### src/rtl/gpio_port_pkg.sv
package gpio_port_pkg;

    localparam int PORT_W = 16;
    localparam int ADDR_W = 3;

    typedef enum logic [ADDR_W-1:0] {
        SEL_DIR        = 3'd0,
        SEL_LATCH      = 3'd1,
        SEL_PINS       = 3'd2,
        SEL_OPEN_DRAIN = 3'd3,
        SEL_ANALOG     = 3'd4
    } reg_sel_e;

    // drive decision for a single pin
    typedef struct packed {
        logic enable;
        logic level;
    } pin_drive_t;

    // direction 1 = input; open-drain pins only pull low
    function automatic pin_drive_t pin_drive(input logic is_input,
                                             input logic latch_bit,
                                             input logic open_drain);
        pin_drive_t d;
        if (is_input) begin
            d.enable = 1'b0;
            d.level  = 1'b0;
        end else if (open_drain) begin
            d.enable = ~latch_bit;
            d.level  = 1'b0;
        end else begin
            d.enable = 1'b1;
            d.level  = latch_bit;
        end
        return d;
    endfunction

    function automatic logic sel_is_latch(input reg_sel_e s);
        return (s == SEL_LATCH) || (s == SEL_PINS);
    endfunction

endpackage

### src/rtl/gpio_cfg_regs.sv
module gpio_cfg_regs
    import gpio_port_pkg::*;
#(
    parameter int WIDTH = PORT_W
) (
    input  logic              clk,
    input  logic              rst,
    input  logic              wr_en,
    input  logic [ADDR_W-1:0] wr_sel,
    input  logic [WIDTH-1:0]  wr_data,
    output logic [WIDTH-1:0]  dir_q,
    output logic [WIDTH-1:0]  latch_q,
    output logic [WIDTH-1:0]  odrain_q,
    output logic [WIDTH-1:0]  analog_q
);

    reg_sel_e sel;
    logic     hit_dir;
    logic     hit_latch;
    logic     hit_od;
    logic     hit_an;

    always_comb begin
        sel       = reg_sel_e'(wr_sel);
        hit_dir   = wr_en && (sel == SEL_DIR);
        hit_latch = wr_en && sel_is_latch(sel);
        hit_od    = wr_en && (sel == SEL_OPEN_DRAIN);
        hit_an    = wr_en && (sel == SEL_ANALOG);
    end

    always_ff @(posedge clk) begin
        if (rst) begin
            dir_q    <= '1;
            latch_q  <= '0;
            odrain_q <= '0;
            analog_q <= '0;
        end else begin
            if (hit_dir)   dir_q    <= wr_data;
            if (hit_latch) latch_q  <= wr_data;
            if (hit_od)    odrain_q <= wr_data;
            if (hit_an)    analog_q <= wr_data;
        end
    end

    // reset values of the control words
    assert_reset_values_R1: assert property (@(posedge clk)
        rst |=> (dir_q == '1 && latch_q == '0 && odrain_q == '0 && analog_q == '0));

    // both latch and pin addresses load the latch
    assert_latch_write_R4: assert property (@(posedge clk) disable iff (rst)
        (wr_en && (wr_sel == SEL_PINS || wr_sel == SEL_LATCH))
            |=> latch_q == $past(wr_data));

    // writes to unmapped addresses change nothing
    assert_unmapped_write_R9: assert property (@(posedge clk) disable iff (rst)
        (wr_en && wr_sel > SEL_ANALOG)
            |=> ($stable(dir_q) && $stable(latch_q) && $stable(odrain_q) && $stable(analog_q)));

endmodule

### src/rtl/gpio_pad_ctrl.sv
module gpio_pad_ctrl
    import gpio_port_pkg::*;
#(
    parameter int WIDTH = PORT_W
) (
    input  logic             clk,
    input  logic             rst,
    input  logic [WIDTH-1:0] dir_q,
    input  logic [WIDTH-1:0] latch_q,
    input  logic [WIDTH-1:0] odrain_q,
    output logic [WIDTH-1:0] pad_out,
    output logic [WIDTH-1:0] pad_oe
);

    for (genvar i = 0; i < WIDTH; i++) begin : g_pin
        pin_drive_t drv;
        always_comb begin
            drv        = pin_drive(dir_q[i], latch_q[i], odrain_q[i]);
            pad_oe[i]  = drv.enable;
            pad_out[i] = drv.level;
        end
    end

    // input pins never drive
    assert_input_tristate_R2: assert property (@(posedge clk) disable iff (rst)
        (pad_oe & dir_q) == '0);

    // open-drain pins never drive high
    assert_od_no_high_R3: assert property (@(posedge clk) disable iff (rst)
        (pad_oe & odrain_q & pad_out) == '0);

endmodule

### src/rtl/gpio_pin_sampler.sv
module gpio_pin_sampler
    import gpio_port_pkg::*;
#(
    parameter int WIDTH = PORT_W
) (
    input  logic             clk,
    input  logic             rst,
    input  logic [WIDTH-1:0] pad_in,
    input  logic [WIDTH-1:0] analog_q,
    output logic [WIDTH-1:0] pins_view
);

    logic [WIDTH-1:0] gated_in;
    logic [WIDTH-1:0] pins_q;

    // analog pins have their digital receiver switched off
    assign gated_in = pad_in & ~analog_q;

    always_ff @(posedge clk) begin
        if (rst) pins_q <= '0;
        else     pins_q <= gated_in;
    end

    // an analog bit set after sampling still masks the read
    assign pins_view = pins_q & ~analog_q;

    assert_analog_reads_zero_R7: assert property (@(posedge clk) disable iff (rst)
        (pins_view & analog_q) == '0);

endmodule

### src/rtl/gpio_read_mux.sv
module gpio_read_mux
    import gpio_port_pkg::*;
#(
    parameter int WIDTH = PORT_W
) (
    input  logic              clk,
    input  logic              rst,
    input  logic              rd_en,
    input  logic [ADDR_W-1:0] rd_sel,
    input  logic [WIDTH-1:0]  dir_q,
    input  logic [WIDTH-1:0]  latch_q,
    input  logic [WIDTH-1:0]  pins_view,
    input  logic [WIDTH-1:0]  odrain_q,
    input  logic [WIDTH-1:0]  analog_q,
    output logic [WIDTH-1:0]  rd_data
);

    logic [WIDTH-1:0] rd_next;

    always_comb begin
        case (reg_sel_e'(rd_sel))
            SEL_DIR:        rd_next = dir_q;
            SEL_LATCH:      rd_next = latch_q;
            SEL_PINS:       rd_next = pins_view;
            SEL_OPEN_DRAIN: rd_next = odrain_q;
            SEL_ANALOG:     rd_next = analog_q;
            default:        rd_next = '0;
        endcase
    end

    always_ff @(posedge clk) begin
        if (rst)        rd_data <= '0;
        else if (rd_en) rd_data <= rd_next;
    end

    assert_read_hold_R9: assert property (@(posedge clk) disable iff (rst)
        !rd_en |=> $stable(rd_data));

    assert_latch_readback_R5: assert property (@(posedge clk) disable iff (rst)
        (rd_en && rd_sel == SEL_LATCH) |=> rd_data == $past(latch_q));

endmodule

### src/rtl/gpio_port.sv
module gpio_port
    import gpio_port_pkg::*;
#(
    parameter int WIDTH = PORT_W
) (
    input  logic              clk,
    input  logic              rst,
    input  logic              wr_en,
    input  logic              rd_en,
    input  logic [ADDR_W-1:0] addr,
    input  logic [WIDTH-1:0]  wr_data,
    output logic [WIDTH-1:0]  rd_data,
    input  logic [WIDTH-1:0]  pad_in,
    output logic [WIDTH-1:0]  pad_out,
    output logic [WIDTH-1:0]  pad_oe
);

    logic [WIDTH-1:0] dir_q;
    logic [WIDTH-1:0] latch_q;
    logic [WIDTH-1:0] odrain_q;
    logic [WIDTH-1:0] analog_q;
    logic [WIDTH-1:0] pins_view;

    gpio_cfg_regs #(.WIDTH(WIDTH)) u_regs (
        .clk      (clk),
        .rst      (rst),
        .wr_en    (wr_en),
        .wr_sel   (addr),
        .wr_data  (wr_data),
        .dir_q    (dir_q),
        .latch_q  (latch_q),
        .odrain_q (odrain_q),
        .analog_q (analog_q)
    );

    gpio_pad_ctrl #(.WIDTH(WIDTH)) u_pads (
        .clk      (clk),
        .rst      (rst),
        .dir_q    (dir_q),
        .latch_q  (latch_q),
        .odrain_q (odrain_q),
        .pad_out  (pad_out),
        .pad_oe   (pad_oe)
    );

    gpio_pin_sampler #(.WIDTH(WIDTH)) u_sampler (
        .clk       (clk),
        .rst       (rst),
        .pad_in    (pad_in),
        .analog_q  (analog_q),
        .pins_view (pins_view)
    );

    gpio_read_mux #(.WIDTH(WIDTH)) u_rdmux (
        .clk       (clk),
        .rst       (rst),
        .rd_en     (rd_en),
        .rd_sel    (addr),
        .dir_q     (dir_q),
        .latch_q   (latch_q),
        .pins_view (pins_view),
        .odrain_q  (odrain_q),
        .analog_q  (analog_q),
        .rd_data   (rd_data)
    );

    // analog output pins keep driving their latch
    assert_analog_output_drives_R8: assert property (@(posedge clk) disable iff (rst)
        ((analog_q & ~dir_q & ~odrain_q) & (~pad_oe | (pad_out ^ latch_q))) == '0);

endmodule

### config.mk
export PLATFORM = sky130hd
export DESIGN_NAME = gpio_port
export DESIGN_NICKNAME = d
export VERILOG_FILES = /design/src/rtl/gpio_port_pkg.sv /design/src/rtl/gpio_cfg_regs.sv /design/src/rtl/gpio_pad_ctrl.sv /design/src/rtl/gpio_pin_sampler.sv /design/src/rtl/gpio_read_mux.sv /design/src/rtl/gpio_port.sv
export SDC_FILE = /design/constraint.sdc
export NUM_CORES = 1
export LEC_CHECK = 0
export ABC_AREA = 1
export BUFFER_PORTS_ARGS = -buffer_cell sky130_fd_sc_hd__clkbuf_2
export CAP_MARGIN = 20
export CORE_ASPECT_RATIO = 1.1
export CORE_MARGIN = 4
export CORE_UTILIZATION = 51
export CTS_BUF_LIST = sky130_fd_sc_hd__clkbuf_2
export CTS_CLUSTER_DIAMETER = 120
export DETAILED_ROUTE_END_ITERATION = 7
export PLACE_DENSITY = 0.82
export SYNTH_ARGS = -nofsm -noshare
export SYNTH_HDL_FRONTEND = slang
export SYNTH_SLANG_ARGS = --single-unit
### constraint.sdc
create_clock -name clk -period 1.16 [get_ports clk]
set_input_delay 0.174 -clock clk [delete_from_list [all_inputs] [get_ports clk]]
set_output_delay 0.174 -clock clk [all_outputs]
set_load 0.01 [all_outputs]
* After elaboration in Yosys (flattened, before gate mapping)
Index checks and enable logic that the tools add are counted.
W data, S select, Z words.
** Storage, ports and cells
- Register bits after elaboration :: 96
- Input bits :: 39
- Output and inout port bits :: 48
- Word-level logic and storage cells :: 68
** Cells by class
- Equal/unequal tests :: 4
- Multiplexer cells :: 33
- Bitwise logic cells :: 19
- Reductions and logical operators :: 6
** Operators with widths (number)
- $pmux W16 S5 :: 1
- $mux W2 :: 32
- $and A16 B16 Y16 :: 2
- $not A1 Y1 :: 16
- $not A16 Y16 :: 1
- $eq A3 B2 Y1 const B :: 2
- $logic_and A1 B1 Y1 :: 4
- $eq A3 B1 Y1 const B :: 1
- $eq A3 B3 Y1 const B :: 1
- $logic_not A3 Y1 :: 1
- $logic_or A1 B1 Y1 :: 1

* Depth between registers and ports, before layout
- Word-level depth :: 3
- Depth in mapped cells :: 9
- Mapped depth without buffers :: 7

* By module
From an unflattened synthesis, not the netlist that was laid out.
** Second synthesis, totals
- Cell total of the unflattened synthesis :: 707
- Area, all modules :: 4803.4 µm²
** Modules (own cells, without submodules)
- gpio_cfg_regs :: times used 1, cells an instance 338, area an instance 2533.7 µm², seq. area each 1281.2 µm²
- gpio_read_mux :: times used 1, cells an instance 207, area an instance 1315.0 µm², seq. area each 320.3 µm²
- gpio_pin_sampler :: times used 1, cells an instance 98, area an instance 654.4 µm², seq. area each 320.3 µm²
- gpio_pad_ctrl :: times used 1, cells an instance 64, area an instance 300.3 µm², seq. area each 0.0 µm²

* Least setup slack after synthesis
No wires, ideal clock.
- Path kind :: in2reg
- Start point :: in addr[0]
- End point :: reg u_regs.latch_q[15]
- Setup time :: 114 ps
- Arrival :: 1030 ps
- Data required time :: 1046 ps
- Path slack :: 16 ps
- Stages on the path :: 8
- Buffers on the path :: 2
- Cells stage by stage :: buf_2 nor2_4 nand2_1 nand2_2 nand2_4 buf_6 o21ai_2 nor2_2
** On the way
- Cells in the longest elaborated chain, start to end :: 3
- Elaborated cells between the ends (all ways) :: 4
- Classes of those cells :: eq/ne (2); reduce/logical (2)
** RTL lines
- from (decl) :: line gpio_port.sv:10 : input logic [ADDR_W-1:0] addr,
- $eq A3 B1 Y1 / $eq A3 B2 Y1 (equally long branches) :: line gpio_port_pkg.sv:39 : return (s == SEL_LATCH) || (s == SEL_PINS);
- $logic_or A1 B1 Y1 (*) :: line gpio_port_pkg.sv:39
- $logic_and A1 B1 Y1 (*) :: line gpio_cfg_regs.sv:26 : hit_latch = wr_en && sel_is_latch(sel);
- to (signal assigned) :: line gpio_cfg_regs.sv:39 : if (hit_latch) latch_q <= wr_data;
- to (decl) :: line gpio_cfg_regs.sv:12 : output logic [WIDTH-1:0] latch_q,
Mark *: on every way between the ends. The rest lies on a longest branch, timed or not.
A chain may end at the register's enable or synchronous reset.

* Worst setup path after layout
- Start point :: reg u_regs.odrain_q[1]
- End point :: out pad_out[1]
** On the way
- Cells in the longest elaborated chain, start to end :: 2
** RTL lines
- from (decl) :: line gpio_cfg_regs.sv:13 : output logic [WIDTH-1:0] odrain_q,
- from (signal assigned) :: line gpio_cfg_regs.sv:40 : if (hit_od) odrain_q <= wr_data;
- $mux W2 :: line gpio_port_pkg.sv:28 : end else if (open_drain) begin
- $mux W2 :: line gpio_port_pkg.sv:25 : if (is_input) begin
- to (decl) :: line gpio_port.sv:14 : output logic [WIDTH-1:0] pad_out,
Every way passes these cells.

==> metrics.md <==
| Metric | Value |
|---|---|
| PortBufs | 86 |
| Setup WS post-layout | -374 ps |
| Die area | 9970 sq um |
| Slew margin rel. | 0.723 |
| Iteration count of the initial detailed-routing pass | 7 |
| Failing checks | negative setup slack |
| First-pass GRT wire length | between 20000 and 25000 microns |
| Initial Util | 0.532 |
| Least-Margin Pin Slew | 415 ps |
| Vias per cell | 5.63 |
| Most frequent cells after synthesis | dfxtp_1 (96), nand2_1 (94), a21oi_1 (69) |
| Static Leakage | 2.58 nW |
| Int Pwr | just over 5 mW |
| Async SR Flop Fraction | 0 |
| Peak supply drop | 0.000838 V |
| WL final | 13900 microns |
| Iteration-0 DRC Markers | between 400 and 500 |
| Clock skew | 25.1 ps |
| Antenna diodes | 0 |
| Final core utilization | 0.747 |
| Switch Pwr | 1.84 mW |
| Status | finished, violations left |
| Worst-Skew Late Latency | approximately 570 ps |
| Crit Path Category | register to output port |
| Max-cap violations | 0 |
| Register bit total from synthesis | 96 |
| Worst path required time | between 900 and 1000 ps |
| Setup-failing EPs final | 48 |
| Final Hold Fails | 0 |
| Core area | 8080 sq um |
| Leading register cell type out of synthesis | dfxtp_1 |
| Register share of total power | 0.520 |
| Tot GR Track Use | 0.278 |
| Met1 Use GR | 0.398 |
| Area delta synth->final | 40.4% |
| Drt wl/cell | 16.4 microns |
| Logic pwr share | 0.151 |
| Power per cell area | 1140 nW/um^2 |
| Chip Width | 95.6 microns |
| Crit path launch type | register |
| Number of unique standard cell types used by synthesis | 27 |
| Fraction of layout cells with a size suffix above 1 | 0.392 |
| Syn Inst Count | 591 |
| Fmax | 652 MHz |
| GRT overflow | 0 |
| Synth warn | 0 |
| Grt met2 use | 0.412 |
| Mapped Area | 4300 sq um |
| Sw Ratio | 0.267 |
| Vias in the first global route | ~4300 |
| # rows | 34 |
| Num CTS Buffers | 9 |
| Vias | 4773 |
| Top cell type's share of synthesized area | 0.447 |
| Met3 usage | 0.0550 |
| Clock Path Buffers | 2 |
| H-tree levels | 3 |
| Dpl cell area | 4960 sq um |
| Die height | 104 microns |
| Net Count, Synth | 630 |
| Total power draw | roughly 7 mW |
| Final critical-path required period | 1530 ps |
| RSZ-0062 raised after global routing | true |
| Antenna-violating nets left | 0 |
| Finished Cell Area | 6040 sq um |
| Crit path DAT | 1360 ps |
| CTS Sinks | 96 |
| Initial antenna violation count | 0 |
| TritonCTS clock tree | built |
| Remaining DRCs | 0 |
| Number of flops mapped to enable cells by yosys | 0 |
| Count leader, synth | dfxtp_1 |
| HPWL after DPL | roughly 9100 microns |
| Worst hold path class | primary input to register |
| Grt peak-use layer | met2 |
| Synth area leaders | dfxtp_1 (45%), nand2_1 (8.2%), a21oi_1 (8.0%), nand3_1 (7.9%), nor2_1 (5.1%) |
| Worst-path maximum fanout | 4 |
| Register area share after synthesis | 0.447 |
| Root Buffer | clkbuf_2 |
| Crit share post-route | 1.32 |
| Worst slack, placed | -207 ps |
| Clock network power share | 0.329 |
| Nets@finish | between 700 and 800 |
| Pin count of the biggest net entering global routing | 65 |
| Gpl congestion | 0.961 |
| Final Max Tran Viols | 0 |
| Setup TNS | -10020 ps |
| Worst-path clk slew | 250 ps |
| Setup crit end kind | output port |
| Avg Cell Area, Syn | between 7 and 8 sq um |
| Ports | 87 |
| Largest area contributor in the netlist | dfxtp_1 |
==> power groups by stage <==
stage / clock network, mW / logic [mW] / registers (mW)
finish: 2.26 / 1.04 / 3.58
global route: 2.41 / 1.13 / 3.60
CTS: 2.27 / 0.964 / 3.57
detailed placement: 0 / 0.823 / 3.61
global placement: 0 / 0.802 / 3.61
floorplan: 0 / 0.503 / 3.60
==> per-stage QoR <==
step / hold WS, ps / std cells
finish: 36.0 / 848
floorplan: 287 / 591
detailed placement: 384 / 779
global route: 19.9 / 848
CTS: 14.1 / 844
global placement: 380 / 779
==> path summary, 6_finish.rpt <==
| check | startpoint | endpoint | slack [ps] | cells after the start |
|---|---|---|---|---|
| setup / recovery | u_regs.odrain_q[1] | pad_out[1] | -370 | 2 |
| hold / removal | rd_en | u_rdmux.rd_data[10] | 40 | 4 |
| setup reg to reg | u_regs.latch_q[7] | u_rdmux.rd_data[7] | 20 | 4 |
| hold reg to reg | u_rdmux.rd_data[5] | u_rdmux.rd_data[5] | 490 | 2 |
==> sequential cells by signal (all words and copies together), names as in the netlist <==
register,cells
u_regs.analog_q,16
u_rdmux.rd_data,16
u_regs.latch_q,16
u_regs.dir_q,16
u_sampler.pins_q,16
u_regs.odrain_q,16
==> routing by layer <==
metal	wire, microns	part of all wire	vias up
met5	0	0	-
met4	368	0.026	0
met3	1350	0.097	37
met2	6430	0.46	278
met1	5800	0.42	2188
li1	-	-	2270
==> worst max-delay path, stage by stage, from the launching register on <==
cell	delay [ps]
dfxtp_4	430
nor3_4	200
buf_2	160
==> layout by cell type, fill, tap and decap left out, types with 20 or more instances in the layout <==
cell type	instances
a21oi_1	53
buf_2	26
buf_4	46
buf_6	20
clkbuf_2	50
dfxtp_1	34
dfxtp_2	48
dlygate4sd3_1	32
inv_1	32
nand2_1	91
nand3_1	67
nand4_1	28
nor2_1	53
o21ai_0	26
o21ai_1	32
==> final cells by class <==
type | count | area (sq um)
sequential | 96 | 2030
inverter | 53 | 201
multi-input combinational | 404 | 2120
fill | 573 | 2040
clock buffer | 10 | 50.0
tap | 108 | 135
clock inverter | 6 | 131
timing repair buffer | 171 | 1360
==> what timing repair did <==
| item | CTS | global route |
|---|---|---|
| pin swaps | 15 | 16 |
| buffers inserted | 17 | 5 |
| gates resized for setup | 110 | 95 |
| setup endpoints to repair | 48 | 53 |
| hold buffers | 32 | 0 |
| endpoints found under the hold margin | 79 | 0 |
==> cells by family (layout without fill, tap and decap cells) <==
| logic type | count (synthesis) | in the layout | share of synthesized area |
|---|---|---|---|
| simple gates | 265 | 265 | 0.282 |
| compound gates | 139 | 139 | 0.170 |
| flops | 96 | 96 | 0.447 |
| buf+inv | 91 | 240 | 0.102 |
Note: power is estimated with default switching activity, not from simulation.
